## config.mk

```make
export PLATFORM = sky130hd
export DESIGN_NAME = dense_argmax
export DESIGN_NICKNAME = d
export VERILOG_FILES = /design/src/rtl/dense_argmax_pkg.sv /design/src/rtl/dense_argmax_ctrl.sv /design/src/rtl/dense_argmax_dp.sv /design/src/rtl/dense_argmax.sv
export SDC_FILE = /design/constraint.sdc
export NUM_CORES = 1
export LEC_CHECK = 0
export BUFFER_PORTS_ARGS = -buffer_cell sky130_fd_sc_hd__buf_2
export CORE_ASPECT_RATIO = 1.25
export CORE_MARGIN = 8
export CORE_UTILIZATION = 55
export CTS_CLUSTER_DIAMETER = 150
export CTS_CLUSTER_SIZE = 40
export DETAILED_ROUTE_END_ITERATION = 6
export PLACE_DENSITY = 0.76
export SETUP_SLACK_MARGIN = 0.05
export SLEW_MARGIN = 20
export SYNTH_ARGS = -nofsm -noshare
export SYNTH_HDL_FRONTEND = slang
export SYNTH_SLANG_ARGS = --single-unit
```

## constraint.sdc

```tcl
create_clock -name clk -period 8.4 [get_ports clk]
set_input_delay 2.1 -clock clk [delete_from_list [all_inputs] [get_ports clk]]
set_output_delay 2.1 -clock clk [all_outputs]
set_load 0.02 [all_outputs]
```

## src/rtl/dense_argmax_pkg.sv

```systemverilog
package dense_argmax_pkg;

  typedef enum logic [2:0] {
    ST_IDLE,
    ST_ISSUE,
    ST_DRAIN,
    ST_STORE,
    ST_SCAN
  } dnsState_t;

  typedef struct packed {
    logic clearAcc;
    logic accEn;
    logic storeEn;
    logic scanFirst;
    logic scanEn;
  } dnsStrobe_t;

endpackage

```

## src/rtl/dense_argmax_ctrl.sv

```systemverilog
module dense_argmax_ctrl
  import dense_argmax_pkg::*;
#(
  parameter int C   = 10,
  parameter int P   = 1,
  parameter int N   = 6272,
  parameter int LAT = 1,
  localparam int G   = (C + P - 1) / P,
  localparam int IW  = $clog2(N),
  localparam int GW  = (G > 1) ? $clog2(G) : 1,
  localparam int CW  = $clog2(C),
  localparam int DCW = $clog2(LAT + 1)
) (
  input  logic          clk,
  input  logic          rstN,
  input  logic          start,
  output logic          busy,
  output logic          done,
  output logic          rdEn,
  output logic [IW-1:0] idx,
  output logic [GW-1:0] group,
  output logic [CW-1:0] scanIdx,
  output dnsStrobe_t    strobe
);

  dnsState_t       state;
  logic [DCW-1:0]  drainCnt;
  logic [LAT-1:0]  validPipe;
  logic            doneQ;
  logic            issueNow;

  assign issueNow = (state == ST_ISSUE);

  always_ff @(posedge clk) begin
    if (!rstN) begin
      state     <= ST_IDLE;
      idx       <= '0;
      group     <= '0;
      drainCnt  <= '0;
      scanIdx   <= '0;
      validPipe <= '0;
      doneQ     <= 1'b0;
    end else begin
      doneQ     <= 1'b0;
      validPipe <= (validPipe << 1) | LAT'(issueNow);
      case (state)
        ST_IDLE: if (start) begin
          state <= ST_ISSUE;
          idx   <= '0;
          group <= '0;
        end
        ST_ISSUE: begin
          if (idx == IW'(N - 1)) begin
            state    <= ST_DRAIN;
            drainCnt <= '0;
          end else begin
            idx <= idx + 1'b1;
          end
        end
        ST_DRAIN: begin
          if (drainCnt == DCW'(LAT - 1)) state <= ST_STORE;
          else drainCnt <= drainCnt + 1'b1;
        end
        ST_STORE: begin
          if (group == GW'(G - 1)) begin
            state   <= ST_SCAN;
            scanIdx <= '0;
          end else begin
            group <= group + 1'b1;
            idx   <= '0;
            state <= ST_ISSUE;
          end
        end
        ST_SCAN: begin
          if (scanIdx == CW'(C - 1)) begin
            state <= ST_IDLE;
            doneQ <= 1'b1;
          end else begin
            scanIdx <= scanIdx + 1'b1;
          end
        end
        default: state <= ST_IDLE;
      endcase
    end
  end

  always_comb begin
    strobe.storeEn   = (state == ST_STORE);
    strobe.clearAcc  = (state == ST_STORE) || (state == ST_IDLE && start);
    strobe.accEn     = validPipe[LAT-1];
    strobe.scanEn    = (state == ST_SCAN);
    strobe.scanFirst = (state == ST_SCAN) && (scanIdx == '0);
  end

  assign busy = (state != ST_IDLE);
  assign done = doneQ;
  assign rdEn = issueNow;

endmodule

```

## src/rtl/dense_argmax_dp.sv

```systemverilog
module dense_argmax_dp
  import dense_argmax_pkg::*;
#(
  parameter int C    = 10,
  parameter int P    = 1,
  parameter int N    = 6272,
  parameter int DW   = 8,
  parameter int FRAC = 4,
  localparam int G   = (C + P - 1) / P,
  localparam int GW  = (G > 1) ? $clog2(G) : 1,
  localparam int CW  = $clog2(C),
  localparam int AW  = 2 * DW + $clog2(N) + 1,
  localparam int SW  = AW + 1
) (
  input  logic                 clk,
  input  logic                 rstN,
  input  dnsStrobe_t           strobe,
  input  logic [GW-1:0]        group,
  input  logic [CW-1:0]        scanIdx,
  input  logic [DW-1:0]        featData,
  input  logic [P*DW-1:0]      wData,
  input  logic [C*DW-1:0]      biasIn,
  output logic [CW-1:0]        classOut,
  output logic signed [DW-1:0] maxScore
);

  localparam logic signed [SW-1:0] MAXV = SW'((2 ** (DW - 1)) - 1);
  localparam logic signed [SW-1:0] MINV = -SW'(2 ** (DW - 1));

  logic signed [AW-1:0] acc       [P];
  logic signed [DW-1:0] laneScore [P];
  logic signed [DW-1:0] score     [C];

  // Each lane owns one wide accumulator and its own scaler.
  for (genvar l = 0; l < P; l++) begin : g_lane
    logic signed [2*DW-1:0] prod;
    logic signed [SW-1:0]   sum;
    logic signed [SW-1:0]   shifted;
    logic signed [DW-1:0]   biasVal;

    assign biasVal = ((group * P + l) < C) ? biasIn[((group * P + l) % C)*DW +: DW] : '0;
    assign prod    = $signed(featData) * $signed(wData[l*DW +: DW]);
    assign sum     = SW'(acc[l]) + (SW'(biasVal) <<< FRAC);
    assign shifted = sum >>> FRAC;

    always_comb begin
      if (shifted > MAXV)      laneScore[l] = MAXV[DW-1:0];
      else if (shifted < MINV) laneScore[l] = MINV[DW-1:0];
      else                     laneScore[l] = shifted[DW-1:0];
    end

    always_ff @(posedge clk) begin
      if (!rstN)               acc[l] <= '0;
      else if (strobe.clearAcc) acc[l] <= '0;
      else if (strobe.accEn)    acc[l] <= acc[l] + AW'(prod);
    end
  end

  // Class c is written only by its own lane in its own group; spare lanes write nothing.
  for (genvar c = 0; c < C; c++) begin : g_score
    always_ff @(posedge clk) begin
      if (!rstN) score[c] <= '0;
      else if (strobe.storeEn && group == GW'(c / P)) score[c] <= laneScore[c % P];
    end
  end

  always_ff @(posedge clk) begin
    if (!rstN) begin
      classOut <= '0;
      maxScore <= '0;
    end else if (strobe.scanFirst) begin
      classOut <= scanIdx;
      maxScore <= score[scanIdx];
    end else if (strobe.scanEn && score[scanIdx] > maxScore) begin
      classOut <= scanIdx;
      maxScore <= score[scanIdx];
    end
  end

endmodule

```

## src/rtl/dense_argmax.sv

```systemverilog
module dense_argmax
  import dense_argmax_pkg::*;
#(
  parameter int C    = 10,
  parameter int P    = 1,
  parameter int N    = 6272,
  parameter int LAT  = 1,
  parameter int DW   = 8,
  parameter int FRAC = 4,
  localparam int G   = (C + P - 1) / P,
  localparam int IW  = $clog2(N),
  localparam int GW  = (G > 1) ? $clog2(G) : 1,
  localparam int CW  = $clog2(C),
  localparam int WAW = $clog2(G * N)
) (
  input  logic              clk,
  input  logic              rstN,
  input  logic              start,
  input  logic [C*DW-1:0]   biasIn,
  output logic              busy,
  output logic              done,
  output logic              rdEn,
  output logic [IW-1:0]     featAddr,
  input  logic [DW-1:0]     featData,
  output logic [WAW-1:0]    wAddr,
  input  logic [P*DW-1:0]   wData,
  output logic [CW-1:0]     classOut,
  output logic [DW-1:0]     maxScore
);

  dnsStrobe_t    strobe;
  logic [IW-1:0] idx;
  logic [GW-1:0] group;
  logic [CW-1:0] scanIdx;

  dense_argmax_ctrl #(.C(C), .P(P), .N(N), .LAT(LAT)) ctrl_i (
    .clk(clk), .rstN(rstN), .start(start), .busy(busy), .done(done),
    .rdEn(rdEn), .idx(idx), .group(group), .scanIdx(scanIdx), .strobe(strobe)
  );

  dense_argmax_dp #(.C(C), .P(P), .N(N), .DW(DW), .FRAC(FRAC)) dp_i (
    .clk(clk), .rstN(rstN), .strobe(strobe), .group(group), .scanIdx(scanIdx),
    .featData(featData), .wData(wData), .biasIn(biasIn),
    .classOut(classOut), .maxScore(maxScore)
  );

  assign featAddr = idx;
  assign wAddr    = WAW'(group) * WAW'(N) + WAW'(idx);

endmodule

```

==> flow_summary.yaml <==
status:
  status: "finished, final reports clean"
drt:
  viasPerCell: 5.88
  wirelength_um: 39500
  dr.pass1.iters: 6
  drt_iter0_drc: 824
  ant_nets: 0
  via_count: 12161
  drc: 0
  wl_per_cell_um: 19.1
grt:
  grt_busiest_layer: "met2"
  grt_max_degree: 71
  antenna_found_initial: 0
  grtUsageTotal_pct: 23.2
  grt.met2_usage_pct: 44.3
  grt_use_met1_pct: 25.1
  grt_pass1_wl_um: 63300
  grt_pass1_vias: 12503
  use_met3_pct: 2.61
  grt_overflow: 0
flow_run:
  max-cap-violations: 0
critical_path:
  startpoint_type: "register"
  r2r-end: "dp_i.score[3][3]"
  critical_path_required_ns: 8.55
  reg2reg_setup_slack_ns: 0.99
  endpoint_kind: "register"
  crit_path_max_fanout: 19
  arrival_ns: 7.56
  timing.rr.start: "ctrl_i.group[2]"
  rr_worst_depth: 18
  critPathLaunch: "ctrl_i.group[2]"
  path_class: "reg2reg"
placed_design:
  routabilityCongestion: 0.911
  place_hpwl_um: 31400
  numPortBuffers: 142
synthesis:
  yosysWarnings: 0
  synthesis.area_um2: 15600
  synth-seq-cells: 152
  syn_area_per_cell_um2: 9.78
  synthCells: 1591
  synthFlopType: "edfxtp_1"
  async_flop_share_pct: 0
  seq_area_frac_synth_pct: 26.6
  yosysUniqueCellTypes: 76
  synth_edf_count: 110
  synth_nets: 1944
timing:
  rsz0062_at_grt: "false"
  final.setup.tns_ns: 0
  worst_pin_slew_ns: 0.994
  hold_viol: 0
  setup_viol: 0
  post-route-period-util_pct: 88.2
  maxSlewViolCount: 0
  fin_crit_ns: 7.41
  skew_ns: 0.0128
  maxSlewHeadroom_pct: 33.5
  fmax_ghz: 0.135
clock_tree:
  cts_sinks: 152
  numCtsBuffers: 17
  cts_max_path_buffers: 2
  post_cts_resized: 0
  cts_tree: "yes"
  clkLatencyLatePin_ns: 0.44
  cts_root_buffer: "clkbuf_16"
  path_clk_slew_ns: 0.07
  postCtsSetupRepairBufs: 0
  cts_hold_buf: 0
  htreeDepth: 4
worst_hold_path:
  min_to: "dp_i.classOut[2]"
  hold_path_class: "reg2reg"
  hp-start: "dp_i.classOut[2]"
  hold_depth: 2
finish:
  n_antenna_cell: 0
  layout.nets: 2053
  multiInputGateArea_um2: 10400
  fin_util_pct: 60.9
  drive_above_1_share_pct: 14.7
  syn2layout_area_growth_pct: 10.2
  nFillCells: 2306
  seqCellArea_um2: 4150
power_and_ir_drop:
  power.density_nw_per_um2: 322
  peakVddDrop_uv: 733
  p_leak_nw: 7.71
floorplanning:
  core.rowCount: 69
  design.core.area_um2: 28100
  io_pins: 143
  dieArea_um2: 34000
  die_x_um: 166
  die_y_um: 204
  start_util_pct: 55.3
## flip-flops by register name, indices dropped and copies added (netlist names), named ones only
| register | cells |
|---|---|
| ctrl_i.state | 3 |
| ctrl_i.group | 4 |
| ctrl_i.idx | 13 |
| ctrl_i.scanIdx | 4 |
| dp_i.score | 80 |
| ctrl_i.done | 1 |
| dp_i.acc | 30 |
| dp_i.maxScore | 8 |
| dp_i.classOut | 4 |
| ctrl_i.validPipe | 1 |
## metrics by stage
stage / std cells / worst slack (ns) / total power [W] / hold WS [ns] / instance area (um2)
3_3_place_gp: 2036 / 0.728 / 0.00465 / 0.449 / 16500
3_5_place_dp: 2036 / 0.583 / 0.00474 / 0.449 / 16500
4_1_cts: 2068 / 1.03 / 0.00554 / 0.463 / 17200
6_report: 2068 / 0.991 / 0.00552 / 0.460 / 17200
5_1_grt: 2068 / 0.524 / 0.00603 / 0.477 / 17200
2_1_floorplan: 1591 / 0.586 / 0.00388 / 0.475 / 15600
## Yosys cell counts (all sizes together) (3+ instances only)
| cell type | count | area [um2] |
|---|---|---|
| and2 | 52 | 325 |
| o21a | 11 | 82.6 |
| a221oi | 13 | 114 |
| nor3b | 3 | 22.5 |
| a31oi | 8 | 50.1 |
| clkbuf | 49 | 184 |
| o31ai | 5 | 70.1 |
| ha | 124 | 1550 |
| a21oi | 54 | 270 |
| nor2 | 101 | 379 |
| dfxtp | 42 | 841 |
| a2111oi | 4 | 78.8 |
| buf | 16 | 91.3 |
| nand4 | 12 | 75.1 |
| a211o | 3 | 26.3 |
| a22oi | 3 | 22.5 |
| nand3 | 19 | 95.1 |
| or2 | 11 | 68.8 |
| nor4 | 7 | 73.8 |
| edfxtp | 110 | 3300 |
| nand2 | 184 | 691 |
| o22ai | 9 | 62.6 |
| nor2b | 16 | 100 |
| mux2 | 3 | 33.8 |
| inv | 195 | 732 |
| mux4 | 32 | 721 |
| o211ai | 7 | 52.6 |
| or3 | 9 | 56.3 |
| nand2b | 16 | 100 |
| and3 | 21 | 136 |
| mux2i | 42 | 420 |
| xor2 | 29 | 254 |
| o21ai | 33 | 169 |
| o21bai | 9 | 67.6 |
| a21o | 36 | 270 |
| nor3 | 26 | 140 |
| xnor2 | 38 | 333 |
| a211oi | 78 | 586 |
| fa | 130 | 2600 |
## layout make-up
cell class	instances	share of cell area, %
Clock inverter	15	1.05
Multi-Input combinational cell	1179	60.7
Timing Repair Buffer	155	4.71
Clock buffer	17	2.48
Tap cell	355	2.59
Inverter	195	4.27
Sequential cell	152	24.2
## cells in the final DEF (no fill, tap or decap), types with 5 or more instances in the layout
cell type  Yosys  routed
inv_1        195     195
nand2_1      184     184
buf_2          4     142
fa_1         130     130
ha_1         124     124
edfxtp_1     110     110
nor2_1       101     101
a211oi_1      78      78
a21oi_1       54      54
and2_1        52      52
mux2i_1       42      42
dfxtp_1       42      41
xnor2_1       38      38
a21o_1        36      36
mux4_2        32      32
o21ai_0       29      29
xor2_1        29      29
nor3_1        24      24
and3_1        20      20
nand3_1       19      19
clkbuf_16      0      17
nor2b_1       16      16
nand2b_1      16      16
a221oi_1      13      13
buf_4          7      13
nand4_1       12      12
o21a_1        11      11
or2_2         11      11
o21bai_1       9       9
or3_1          9       9
o22ai_1        8       8
a31oi_1        8       8
o211ai_1       7       7
nor4_1         5       5
clkinv_8       0       5
inv_8          0       5
## metal layers
metal,vias to the layer above,part of all wire (%)
met5,-,0
met1,5905,36
li1,5769,-
met4,0,4.5
met2,384,55
met3,103,4.5
## worst max-delay path by stage
stage                             endpoint  slack (ns)
after floorplan            dp_i.acc[0][28]        0.59
after global placement     dp_i.acc[0][29]        0.73
after detailed placement   dp_i.acc[0][29]        0.58
after CTS                  dp_i.acc[0][29]        1.03
after global routing      dp_i.score[7][4]        0.52
final                     dp_i.score[3][3]        0.99
## critical path: stages, from the launching register on
cell	delay [ns]
dfxtp_1	0.43
inv_1	0.17
ha_1	0.28
a21o_1	0.22
a21oi_1	0.45
mux2_2	0.46
nand3b_1	0.29
o22ai_1	0.26
and2_1	0.66
ha_1	0.53
and2_1	0.29
a21o_1	0.20
a211o_1	0.30
o31ai_2	0.41
a21oi_1	0.14
o211ai_1	0.60
or4b_4	0.60
nor4_4	0.68
a211oi_1	0.12
## power breakdown
| part | internal, W | leakage, nW | switching [W] |
|---|---|---|---|
| Sequential | 0.000864 | 1.49 | 0.0000386 |
| Combinational | 0.00159 | 5.92 | 0.00224 |
| Clock | 0.000403 | 0.292 | 0.000381 |
## kinds of logic (layout without fill, tap and decap cells)
kind of cell / after synthesis / count (layout) / share of synthesized area, %
buffers and inverters: 260 / 382 / 6.47
muxes: 77 / 77 / 7.55
and+or+nand+nor: 487 / 487 / 15.2
adders and majority gates: 254 / 254 / 26.7
AOI/OAI and AO/OA: 294 / 294 / 13.7
xor gates and xnor gates: 67 / 67 / 3.77
DFF: 152 / 152 / 26.6
Power figures use the tool's default switching activity.
